$ cat src/rtl/gather_pkg.sv
package gather_pkg;
  typedef enum logic [1:0] {
    GS_IDLE = 2'd0,
    GS_RUN  = 2'd1,
    GS_FIN  = 2'd2
  } gs_state_e;
endpackage

$ cat src/rtl/gs_lane_addr.sv
// Per-lane element address: splits into line number and word index.
module gs_lane_addr #(
  parameter int LANES  = 16,
  parameter int EA_W   = 30,
  parameter int OFF_W  = 16,
  parameter int WSEL_W = 4,
  localparam int LINE_W = EA_W - WSEL_W
) (
  input  logic [EA_W-1:0]                base_el,
  input  logic [LANES-1:0][OFF_W-1:0]    offs,
  output logic [LANES-1:0][LINE_W-1:0]   lane_line,
  output logic [LANES-1:0][WSEL_W-1:0]   lane_word
);
  for (genvar i = 0; i < LANES; i++) begin : g_lane
    logic [EA_W-1:0] ea;
    assign ea           = base_el + EA_W'(offs[i]);
    assign lane_line[i] = ea[EA_W-1:WSEL_W];
    assign lane_word[i] = ea[WSEL_W-1:0];
  end
endmodule

$ cat src/rtl/gs_first_lane.sv
// Lowest set bit of the pending mask.
module gs_first_lane #(
  parameter int LANES = 16,
  localparam int IDX_W = $clog2(LANES)
) (
  input  logic [LANES-1:0] pend,
  output logic [IDX_W-1:0] first_idx,
  output logic             any_pend
);
  always_comb begin
    first_idx = '0;
    any_pend  = 1'b0;
    for (int i = LANES - 1; i >= 0; i--) begin
      if (pend[i]) begin
        first_idx = IDX_W'(i);
        any_pend  = 1'b1;
      end
    end
  end
endmodule

$ cat src/rtl/gs_line_match.sv
// Pending lanes whose line equals the target line.
module gs_line_match #(
  parameter int LANES  = 16,
  parameter int LINE_W = 26
) (
  input  logic [LANES-1:0][LINE_W-1:0] lane_line,
  input  logic [LINE_W-1:0]            target,
  input  logic [LANES-1:0]             pend,
  output logic [LANES-1:0]             hit
);
  for (genvar i = 0; i < LANES; i++) begin : g_cmp
    assign hit[i] = pend[i] & (lane_line[i] == target);
  end
endmodule

$ cat src/rtl/gs_word_pick.sv
// Selects each lane's element from the returned line.
module gs_word_pick #(
  parameter int LANES  = 16,
  parameter int ELEM_W = 32,
  parameter int WORDS  = 16,
  localparam int WSEL_W = $clog2(WORDS),
  localparam int DATA_W = WORDS * ELEM_W
) (
  input  logic [DATA_W-1:0]              line_data,
  input  logic [LANES-1:0][WSEL_W-1:0]   lane_word,
  output logic [LANES-1:0][ELEM_W-1:0]   picked
);
  logic [WORDS-1:0][ELEM_W-1:0] words;
  assign words = line_data;

  for (genvar i = 0; i < LANES; i++) begin : g_mux
    assign picked[i] = words[lane_word[i]];
  end
endmodule

$ cat src/rtl/gather_seq.sv
module gather_seq
  import gather_pkg::*;
#(
  parameter int LANES      = 16,
  parameter int ADDR_W     = 32,
  parameter int OFF_W      = 16,
  parameter int ELEM_W     = 32,
  parameter int LINE_BYTES = 64,
  localparam int ELEM_SH = $clog2(ELEM_W / 8),
  localparam int LINE_SH = $clog2(LINE_BYTES),
  localparam int LINE_W  = ADDR_W - LINE_SH,
  localparam int WORDS   = LINE_BYTES / (ELEM_W / 8),
  localparam int WSEL_W  = $clog2(WORDS),
  localparam int EA_W    = ADDR_W - ELEM_SH,
  localparam int DATA_W  = LINE_BYTES * 8,
  localparam int IDX_W   = $clog2(LANES)
) (
  input  logic                           clk,
  input  logic                           rst_n,
  input  logic                           start,
  input  logic [ADDR_W-1:0]              base_addr,
  input  logic [LANES-1:0][OFF_W-1:0]    offsets,
  input  logic [LANES-1:0]               mask_in,
  input  logic [LANES-1:0][ELEM_W-1:0]   dst_in,
  output logic                           busy,
  output logic                           done,
  output logic                           fault,
  output logic [LANES-1:0]               mask_out,
  output logic [LANES-1:0][ELEM_W-1:0]   dst_out,
  output logic                           req_valid,
  output logic [LINE_W-1:0]              req_line,
  input  logic                           req_ready,
  input  logic [DATA_W-1:0]              rsp_data,
  input  logic                           rsp_fault
);

  // Reset: asserted asynchronously, released after two clock edges.
  logic [1:0] rst_pipe;
  logic       arst_n;

  always_ff @(posedge clk or negedge rst_n) begin
    if (!rst_n) rst_pipe <= 2'b00;
    else        rst_pipe <= {rst_pipe[0], 1'b1};
  end
  assign arst_n = rst_pipe[1];

  // State
  gs_state_e                   st_q, st_n;
  logic [LANES-1:0]            mask_q, mask_n;
  logic [LANES-1:0][ELEM_W-1:0] dst_q, dst_n;
  logic                        flt_q, flt_n;
  logic [EA_W-1:0]             base_q;
  logic [LANES-1:0][OFF_W-1:0] offs_q;
  logic                        cap_en, upd_en;

  // Datapath
  logic [LANES-1:0][LINE_W-1:0] lane_line;
  logic [LANES-1:0][WSEL_W-1:0] lane_word;
  logic [IDX_W-1:0]             first_idx;
  logic                         any_pend;
  logic [LINE_W-1:0]            target;
  logic [LANES-1:0]             hit;
  logic [LANES-1:0][ELEM_W-1:0] picked;
  logic                         fire;

  gs_lane_addr #(
    .LANES (LANES),
    .EA_W  (EA_W),
    .OFF_W (OFF_W),
    .WSEL_W(WSEL_W)
  ) u_addr (
    .base_el  (base_q),
    .offs     (offs_q),
    .lane_line(lane_line),
    .lane_word(lane_word)
  );

  gs_first_lane #(.LANES(LANES)) u_first (
    .pend     (mask_q),
    .first_idx(first_idx),
    .any_pend (any_pend)
  );

  assign target = lane_line[first_idx];

  gs_line_match #(.LANES(LANES), .LINE_W(LINE_W)) u_match (
    .lane_line(lane_line),
    .target   (target),
    .pend     (mask_q),
    .hit      (hit)
  );

  gs_word_pick #(.LANES(LANES), .ELEM_W(ELEM_W), .WORDS(WORDS)) u_pick (
    .line_data(rsp_data),
    .lane_word(lane_word),
    .picked   (picked)
  );

  assign req_valid = (st_q == GS_RUN) & any_pend;
  assign req_line  = target;
  assign fire      = req_valid & req_ready;

  // Next state
  always_comb begin
    st_n   = st_q;
    mask_n = mask_q;
    dst_n  = dst_q;
    flt_n  = flt_q;
    cap_en = 1'b0;
    upd_en = 1'b0;
    unique case (st_q)
      GS_IDLE: begin
        if (start) begin
          cap_en = 1'b1;
          upd_en = 1'b1;
          mask_n = mask_in;
          dst_n  = dst_in;
          flt_n  = 1'b0;
          st_n   = (|mask_in) ? GS_RUN : GS_FIN;
        end
      end
      GS_RUN: begin
        if (fire) begin
          upd_en = 1'b1;
          if (rsp_fault) begin
            flt_n = 1'b1;
            st_n  = GS_FIN;
          end else begin
            mask_n = mask_q & ~hit;
            for (int i = 0; i < LANES; i++) begin
              if (hit[i]) dst_n[i] = picked[i];
            end
            if (mask_n == '0) st_n = GS_FIN;
          end
        end
      end
      GS_FIN:  st_n = GS_IDLE;
      default: st_n = GS_IDLE;
    endcase
  end

  // Control and result registers
  always_ff @(posedge clk or negedge arst_n) begin
    if (!arst_n) begin
      st_q   <= GS_IDLE;
      mask_q <= '0;
      dst_q  <= '0;
      flt_q  <= 1'b0;
    end else begin
      st_q <= st_n;
      if (upd_en) begin
        mask_q <= mask_n;
        dst_q  <= dst_n;
        flt_q  <= flt_n;
      end
    end
  end

  // Operand capture, no reset needed
  always_ff @(posedge clk) begin
    if (cap_en) begin
      base_q <= base_addr[ADDR_W-1:ELEM_SH];
      offs_q <= offsets;
    end
  end

  assign busy     = (st_q == GS_RUN);
  assign done     = (st_q == GS_FIN);
  assign fault    = flt_q & done;
  assign mask_out = mask_q;
  assign dst_out  = dst_q;

endmodule

$ cat config.mk
export PLATFORM = sky130hd
export DESIGN_NAME = gather_seq
export DESIGN_NICKNAME = d
export VERILOG_FILES = /design/src/rtl/gather_pkg.sv /design/src/rtl/gs_lane_addr.sv /design/src/rtl/gs_first_lane.sv /design/src/rtl/gs_line_match.sv /design/src/rtl/gs_word_pick.sv /design/src/rtl/gather_seq.sv
export SDC_FILE = /design/constraint.sdc
export NUM_CORES = 2
export LEC_CHECK = 0
export CORE_AREA = 2 2 747 749
export CTS_CLUSTER_SIZE = 20
export DETAILED_ROUTE_END_ITERATION = 16
export DIE_AREA = 0 0 749 751
export PLACE_DENSITY = 0.36
export SLEW_MARGIN = 10
export SYNTH_ARGS = -nofsm -noshare
export SYNTH_HDL_FRONTEND = slang
export SYNTH_SLANG_ARGS = --single-unit
$ cat constraint.sdc
create_clock -name clk -period 15.2 [get_ports clk]
set_input_delay 2.28 -clock clk [delete_from_list [all_inputs] [get_ports clk]]
set_output_delay 2.28 -clock clk [all_outputs]
set_load 0.02 [all_outputs]
## After elaboration in Yosys (flattened, before gate mapping)

Cells that the tools add are included.

- Add/subtract/negate cells: 16
- Order comparisons: 17
- Eq/ne operators: 39
- Mux-type cells: 104
- Bitwise gates (word level): 21
- Reduce and logical (&&, ||, !) cells: 23

Operators by type and width:

| kind | count |
|---|---|
| 32-bit binary-select mux with 4-bit select | 16 |
| 512-bit 2-to-1 mux | 3 |
| 32-bit 2-to-1 mux | 32 |
| 512-bit case mux with 2 select lines | 1 |
| 30-bit by 16-bit adder with 30-bit output | 16 |
| 26-bit == test | 16 |
| 26-bit binary-select mux with 4-bit select | 1 |
| 6-bit AND reduction | 16 |
| 4-bit by 5-bit < comparator with 1-bit output, second input constant | 17 |
| 4-bit 2-to-1 mux | 16 |
| 16-bit 2-to-1 mux | 3 |
| 2-bit by 1-bit inequality test with 1-bit output, second input constant | 18 |
| 16-bit case mux with 2 select lines | 1 |
| 26-bit 2-to-1 mux | 1 |
| 1-bit 2-to-1 mux | 22 |
| 1-bit AND | 19 |
| 16-bit AND | 1 |
| 16-bit logical NOT | 1 |
| 16-bit inverter | 1 |
| 16-bit OR reduction | 1 |
| 2-bit 2-to-1 mux | 5 |
| 5-bit AND reduction | 2 |
| 2-bit inequality test, second input constant | 2 |
| 1-bit case mux with 2 select lines | 2 |
| other kinds (7) | 7 |

- Register bits: 819
- Output and inout bits: 558
- Word-level logic and storage cells: 257

## Depth between registers and ports, before layout

- Word-level depth: 27
- Mapped depth: 23
- Gate-level depth less buffers: 18

## By module

A second synthesis with hierarchy kept.

- Cells, all modules: 11265
- Area total of the unflattened synthesis: 118534.9 µm²

Modules (own cells, without submodules):

| module | times used | cells an instance | area each (µm²) | seq. area each (µm²) |
|---|---|---|---|---|
| gs_word_pick | 1 | 4848 | 61287.5 | 0.0 |
| gather_seq | 1 | 3443 | 35720.5 | 21926.0 |
| gs_lane_addr | 1 | 2329 | 16195.5 | 0.0 |
| gs_line_match | 1 | 612 | 5152.4 | 0.0 |
| gs_first_lane | 1 | 33 | 178.9 | 0.0 |

## Worst setup path before layout

No wires, ideal clock.

- Path type: input -> register
- From: in start
- To: reg mask_q[3] (netlist: mask_out[3])
- Setup time: 0.097 ns
- Arrival: 11.611 ns
- Path slack: 3.492 ns
- Stages on the path: 4
- Path buffers: 2
- Path through: nor3b_1 > clkbuf_1 > clkbuf_1 > a22o_1

- Longest elaborated chain between the ends: 3

RTL lines:

| what | line | RTL |
|---|---|---|
| start: declaration | gather_seq.sv:20 | `input logic start,` |
| 1-bit 2-to-1 mux | gather_seq.sv:113 | `if (start) begin` |
| 1-bit case mux with 2 select lines | gather_seq.sv:111 | `unique case (st_q)` |
| 5-bit AND reduction (no line) (*) | n/a |  |
| end signal: assignment | gather_seq.sv:152 | `mask_q <= mask_n;` |
| end: declaration | gather_seq.sv:49 | `logic [LANES-1:0] mask_q, mask_n;` |

Mark *: on every way between the ends. The rest lies on a longest branch, timed or not.
A chain may end at the register's enable or synchronous reset.

## Worst setup path in the final report

- From: reg base_q[1]
- To: out req_line[25]

- Longest elaborated chain between the ends: 3

RTL lines:

| what | line | RTL |
|---|---|---|
| start: declaration | gather_seq.sv:52 | `logic [EA_W-1:0] base_q;` |
| start signal: assignment | gather_seq.sv:162 | `base_q <= base_addr[ADDR_W-1:ELEM_SH];` |
| 30-bit by 16-bit adder with 30-bit output | gs_lane_addr.sv:16 | `assign ea = base_el + EA_W'(offs[i]);` |
| 26-bit binary-select mux with 4-bit select (*) | gather_seq.sv:84 | `assign target = lane_line[first_idx];` |
| 26-bit 2-to-1 mux (not written as such) (*) | gather_seq.sv:84 |  |
| end: declaration | gather_seq.sv:31 | `output logic [LINE_W-1:0] req_line,` |

Mark *: on every way between the ends. The rest lies on a longest branch, timed or not. The select of a mux whose other input is x is not followed.

==> run summary <==
================================================================================
Result of the run                                                   finished clean
Worst-case reg-to-reg path depth                                              19
Die height                                                                751 um
First DRT Iteration DRCs                                                   15800
Sink count of the clock tree                                                 819
CTS Root Cell                                                       sky130_fd_sc_hd__clkbuf_16
Post-synth top area cell                                            sky130_fd_sc_hd__mux4_2
Floorplan core area                                                 555000 sq um
Hold WC Path Type                                                   flop to flop
Warning count from the yosys run                                               0
TritonCTS clock tree                                                        done
Synthesized net count                                                      11300
Number of port buffers                                                      1888
Critical path required time                                             12.92 ns
Sequential standard cell area                                        21900 sq um
Max Clock Freq                                                           100 MHz
Global routing's busiest layer                                              met2
Number of setup violations in the final report                                 0
Fin Hold WS                                                             0.351 ns
FF-to-FF End                                                        dst_out[210]
Quantity of gates resized following cts                                        0
Number of antenna violations at the first check in global routing            438
Deepest clock path buffer count                                                4
Reg2Reg Launch Point                                                   base_q[0]
Number of rows created at floorplan                                          274
Critical path's most frequent cell                                  sky130_fd_sc_hd__o21ai_0
Routability Congestion                                                     0.975
Count of maximum capacitance violations                                        0
Fraction of final layout cells with drive strength greater than 1          0.319
Worst clock skew on the final layout                                   0.0875 ns
Num CTS Buffers                                                              117
WP data arrival                                                          7.71 ns
Pwr/cell area                                                        256 nW/um^2
GRT overflow                                                                   0
Worst Setup End Kind                                                  output pin
Die area                                                            562000 sq um
Type of the worst setup path                                        flop to output pin
Post-synthesis cell type count                                               113
Synth-to-Final Area Change                                                 26.3%
Type of element launching the critical path                                 flop
Skew-Pair Late Insertion Delay                                           0.93 ns
Dominant synthesized flop cell                                      sky130_fd_sc_hd__dfrtp_1
Slew margin rel.                                                          0.0984
Detail Placement HPWL                                                  667000 um
Combined area of all synthesized cells                              116000 sq um
First-pass GRT wire length                                            1140000 um
End point of the worst hold path                                     rst_pipe[1]
Maximum number of pins on one net before global-route repair                 163
Final total negative setup slack                                            0 ns
Clock H-tree levels                                                            3
Synth Area per Inst                                                   11.9 sq um
Number of cells on the worst hold path                                         0
Critical path cell sequence                                         buf_4 > ha_1 > a21o_1 > nand3_1 > a211oi_1 > o21ai_0 > o21ai_0 > a32o_1 > nor2_1 > a22oi_1 > nand2_1 > xor2_1 > o21ai_0 > clkdlybuf4s50_1
Actual transition at the worst max-transition pin                        1.34 ns
Part of the Yosys area used for sequential elements                        0.189
M3 GR Usage                                                                0.122
Share of Yosys cell area claimed by the top area cell type                 0.496
Initial core utilization                                                   0.209
Reg clk slew, reported paths                                             0.06 ns
Leakage component of the power                                           50.1 nW
Area used by multi-input combinational logic                         89300 sq um
Crit path largest cell delay                                             1.09 ns
Power consumption                                                        37.5 mW
Largest fanout on the critical path                                           24
Ratio of final minimum period to clock period                              0.657
Number of fill cells in the layout                                         57600
Setup repair bufs after CTS                                                    0
Met1 track demand over resource in global routing                          0.372
DR WL/cell                                                               48.4 um
Ports                                                                       1891
Min-delay src                                                        rst_pipe[0]
Met2 usage                                                                 0.458
Mapped Cells                                                                9729
Highest ir drop seen on vdd                                               209 uV
1st-pass router iterations                                                     9
Number of remaining DRC errors                                                 0
Async S/R FF share, synth                                                  0.651
Final Hold Viols                                                               0
Final period demand of the worst path                                    9.99 ns
Via count                                                                 113000
NumNets Final                                                              12300
Critical Path Slowest Stage Cell                                    sky130_fd_sc_hd__edfxtp_1
Routed via count divided by cell count                                      6.19
Number of pins with negative max-slew slack in the final report                0
Register bit total from synthesis                                            819
Number of synthesized flops with an enable pin                               286
Overall routing resource usage                                             0.303
Flop2flop setup slack                                                    5.40 ns
Most common cell after layout, fill and taps aside                  sky130_fd_sc_hd__mux4_2
Die width                                                                 749 um
Antenna-violating nets left                                                    0
Unrepaired setup endpoints after global routing                               no
Hold buffers post-CTS                                                          0
Top cells by area, synth                                            sky130_fd_sc_hd__mux4_2 (50%), sky130_fd_sc_hd__dfrtp_1 (11%), sky130_fd_sc_hd__edfxtp_1 (7.4%), sky130_fd_sc_hd__nand2_1 (5.0%), sky130_fd_sc_hd__clkbuf_1 (3.7%)
Commonest cells after routing, fill and taps aside                  sky130_fd_sc_hd__mux4_2 (2560), sky130_fd_sc_hd__clkdlybuf4s50_1 (1888), sky130_fd_sc_hd__nand2_1 (1535), sky130_fd_sc_hd__dfrtp_1 (532), sky130_fd_sc_hd__nor2_1 (395)
Routed wire length                                                     886000 um
Via count of the first global-routing pass                                109000
================================================================================
[flip-flops by register name, indices dropped and copies added (netlist names)]
register,count
flt_q,1
dst_out,512
rst_pipe,2
base_q,30
offs_q,256
mask_out,16
st_q,2
[final cells by class]
class,instances,area share
multi-input cells,7459,0.609
flip-flops and latches,819,0.150
repair buffers,2215,0.147
well taps,7314,0.0624
clock buffers,165,0.0229
clock inverters,50,0.00398
diodes,224,0.00382
inverters,67,0.00177
[per-stage QoR]
step | worst slack (ns) | util | cells | cell area [sq um]
2_1_floorplan | 3.49 | - | 9729 | 116000
5_1_grt | 4.93 | 0.264 | 18200 | 146000
3_3_place_gp | 5.50 | 0.256 | 17900 | 142000
3_5_place_dp | 5.48 | 0.256 | 17900 | 142000
6_report | 5.21 | 0.264 | 18300 | 147000
4_1_cts | 5.15 | 0.263 | 18100 | 146000
[worst max-delay path by stage]
| stage | end | slack, ns | start | cells past startpoint |
|---|---|---|---|---|
| after floorplan | mask_out[3] | 3.49 | start | 4 |
| after global placement | dst_out[208] | 5.50 | base_q[0] | 19 |
| after detailed placement | dst_out[206] | 5.48 | base_q[0] | 19 |
| after CTS | req_line[20] | 5.15 | base_q[0] | 14 |
| after global routing | req_line[25] | 4.93 | base_q[1] | 14 |
| final | req_line[25] | 5.21 | base_q[1] | 14 |
[synth_stat cells, types with 24 or more instances]
cell                          n
sky130_fd_sc_hd__nor2_1     402
sky130_fd_sc_hd__dfrtp_1    533
sky130_fd_sc_hd__o21a_1      31
sky130_fd_sc_hd__nor3_1      82
sky130_fd_sc_hd__nor4_1      28
sky130_fd_sc_hd__a21oi_1    331
sky130_fd_sc_hd__mux2_2     163
sky130_fd_sc_hd__nand4_1     65
sky130_fd_sc_hd__a41oi_1     38
sky130_fd_sc_hd__a211oi_1    58
sky130_fd_sc_hd__o21ai_0    248
sky130_fd_sc_hd__a31oi_1    223
sky130_fd_sc_hd__edfxtp_1   286
sky130_fd_sc_hd__a21o_1      84
sky130_fd_sc_hd__clkbuf_1  1144
sky130_fd_sc_hd__buf_2       66
sky130_fd_sc_hd__and2_1      38
sky130_fd_sc_hd__and3_1      28
sky130_fd_sc_hd__nand2_1   1537
sky130_fd_sc_hd__buf_1      146
sky130_fd_sc_hd__o31ai_1     27
sky130_fd_sc_hd__mux2i_1     71
sky130_fd_sc_hd__xnor2_1    239
sky130_fd_sc_hd__ha_1       256
sky130_fd_sc_hd__xor2_1     152
sky130_fd_sc_hd__mux2_1      68
sky130_fd_sc_hd__inv_1       64
sky130_fd_sc_hd__o211ai_1    81
sky130_fd_sc_hd__nor2b_1     26
sky130_fd_sc_hd__mux2_4      30
sky130_fd_sc_hd__nand2b_1    24
sky130_fd_sc_hd__nand3_1     91
sky130_fd_sc_hd__mux4_2    2560
[cell families (layout without fill, tap and decap cells)]
kind of cell | count (synthesis) | after routing | share of synthesized area
compound gates | 1457 | 1457 | 0.0835
xor+xnor | 391 | 391 | 0.0295
fa+ha+maj | 272 | 272 | 0.0303
buf+inv | 1451 | 2497 | 0.0491
flops | 819 | 819 | 0.189
mux | 2893 | 2893 | 0.529
other cells | 1 | 225 | 0.0000323
simple gates | 2445 | 2445 | 0.0898
[worst max-delay path, delay by kind of cell (launching register included)]
kind | cells | cell delay, ns
AND/OR/NAND/NOR | 3 | 0.38
adder cells (fa/ha/maj) | 1 | 0.25
XOR/XNOR | 1 | 0.18
flip-flops | 1 | 1.09
buffers and inverters | 2 | 1.40
AO/OA/AOI/OAI | 7 | 3.43
[per-layer routing]
metal / routed length (um) / share of wire
met5: 1570 / 0.0018
met1: 334000 / 0.38
met3: 108000 / 0.12
met4: 51900 / 0.059
met2: 390000 / 0.44
[where the power goes]
part	internal, mW	total [mW]	switching, mW	leakage (nW)
clock network	1.68	2.96	1.28	1.95
registers	3.21	3.85	0.646	8.91
logic	11.3	30.7	19.4	39.2
total	16.2	37.5	21.3	50.1
No activity file was read; power rests on OpenSTA's default activity.
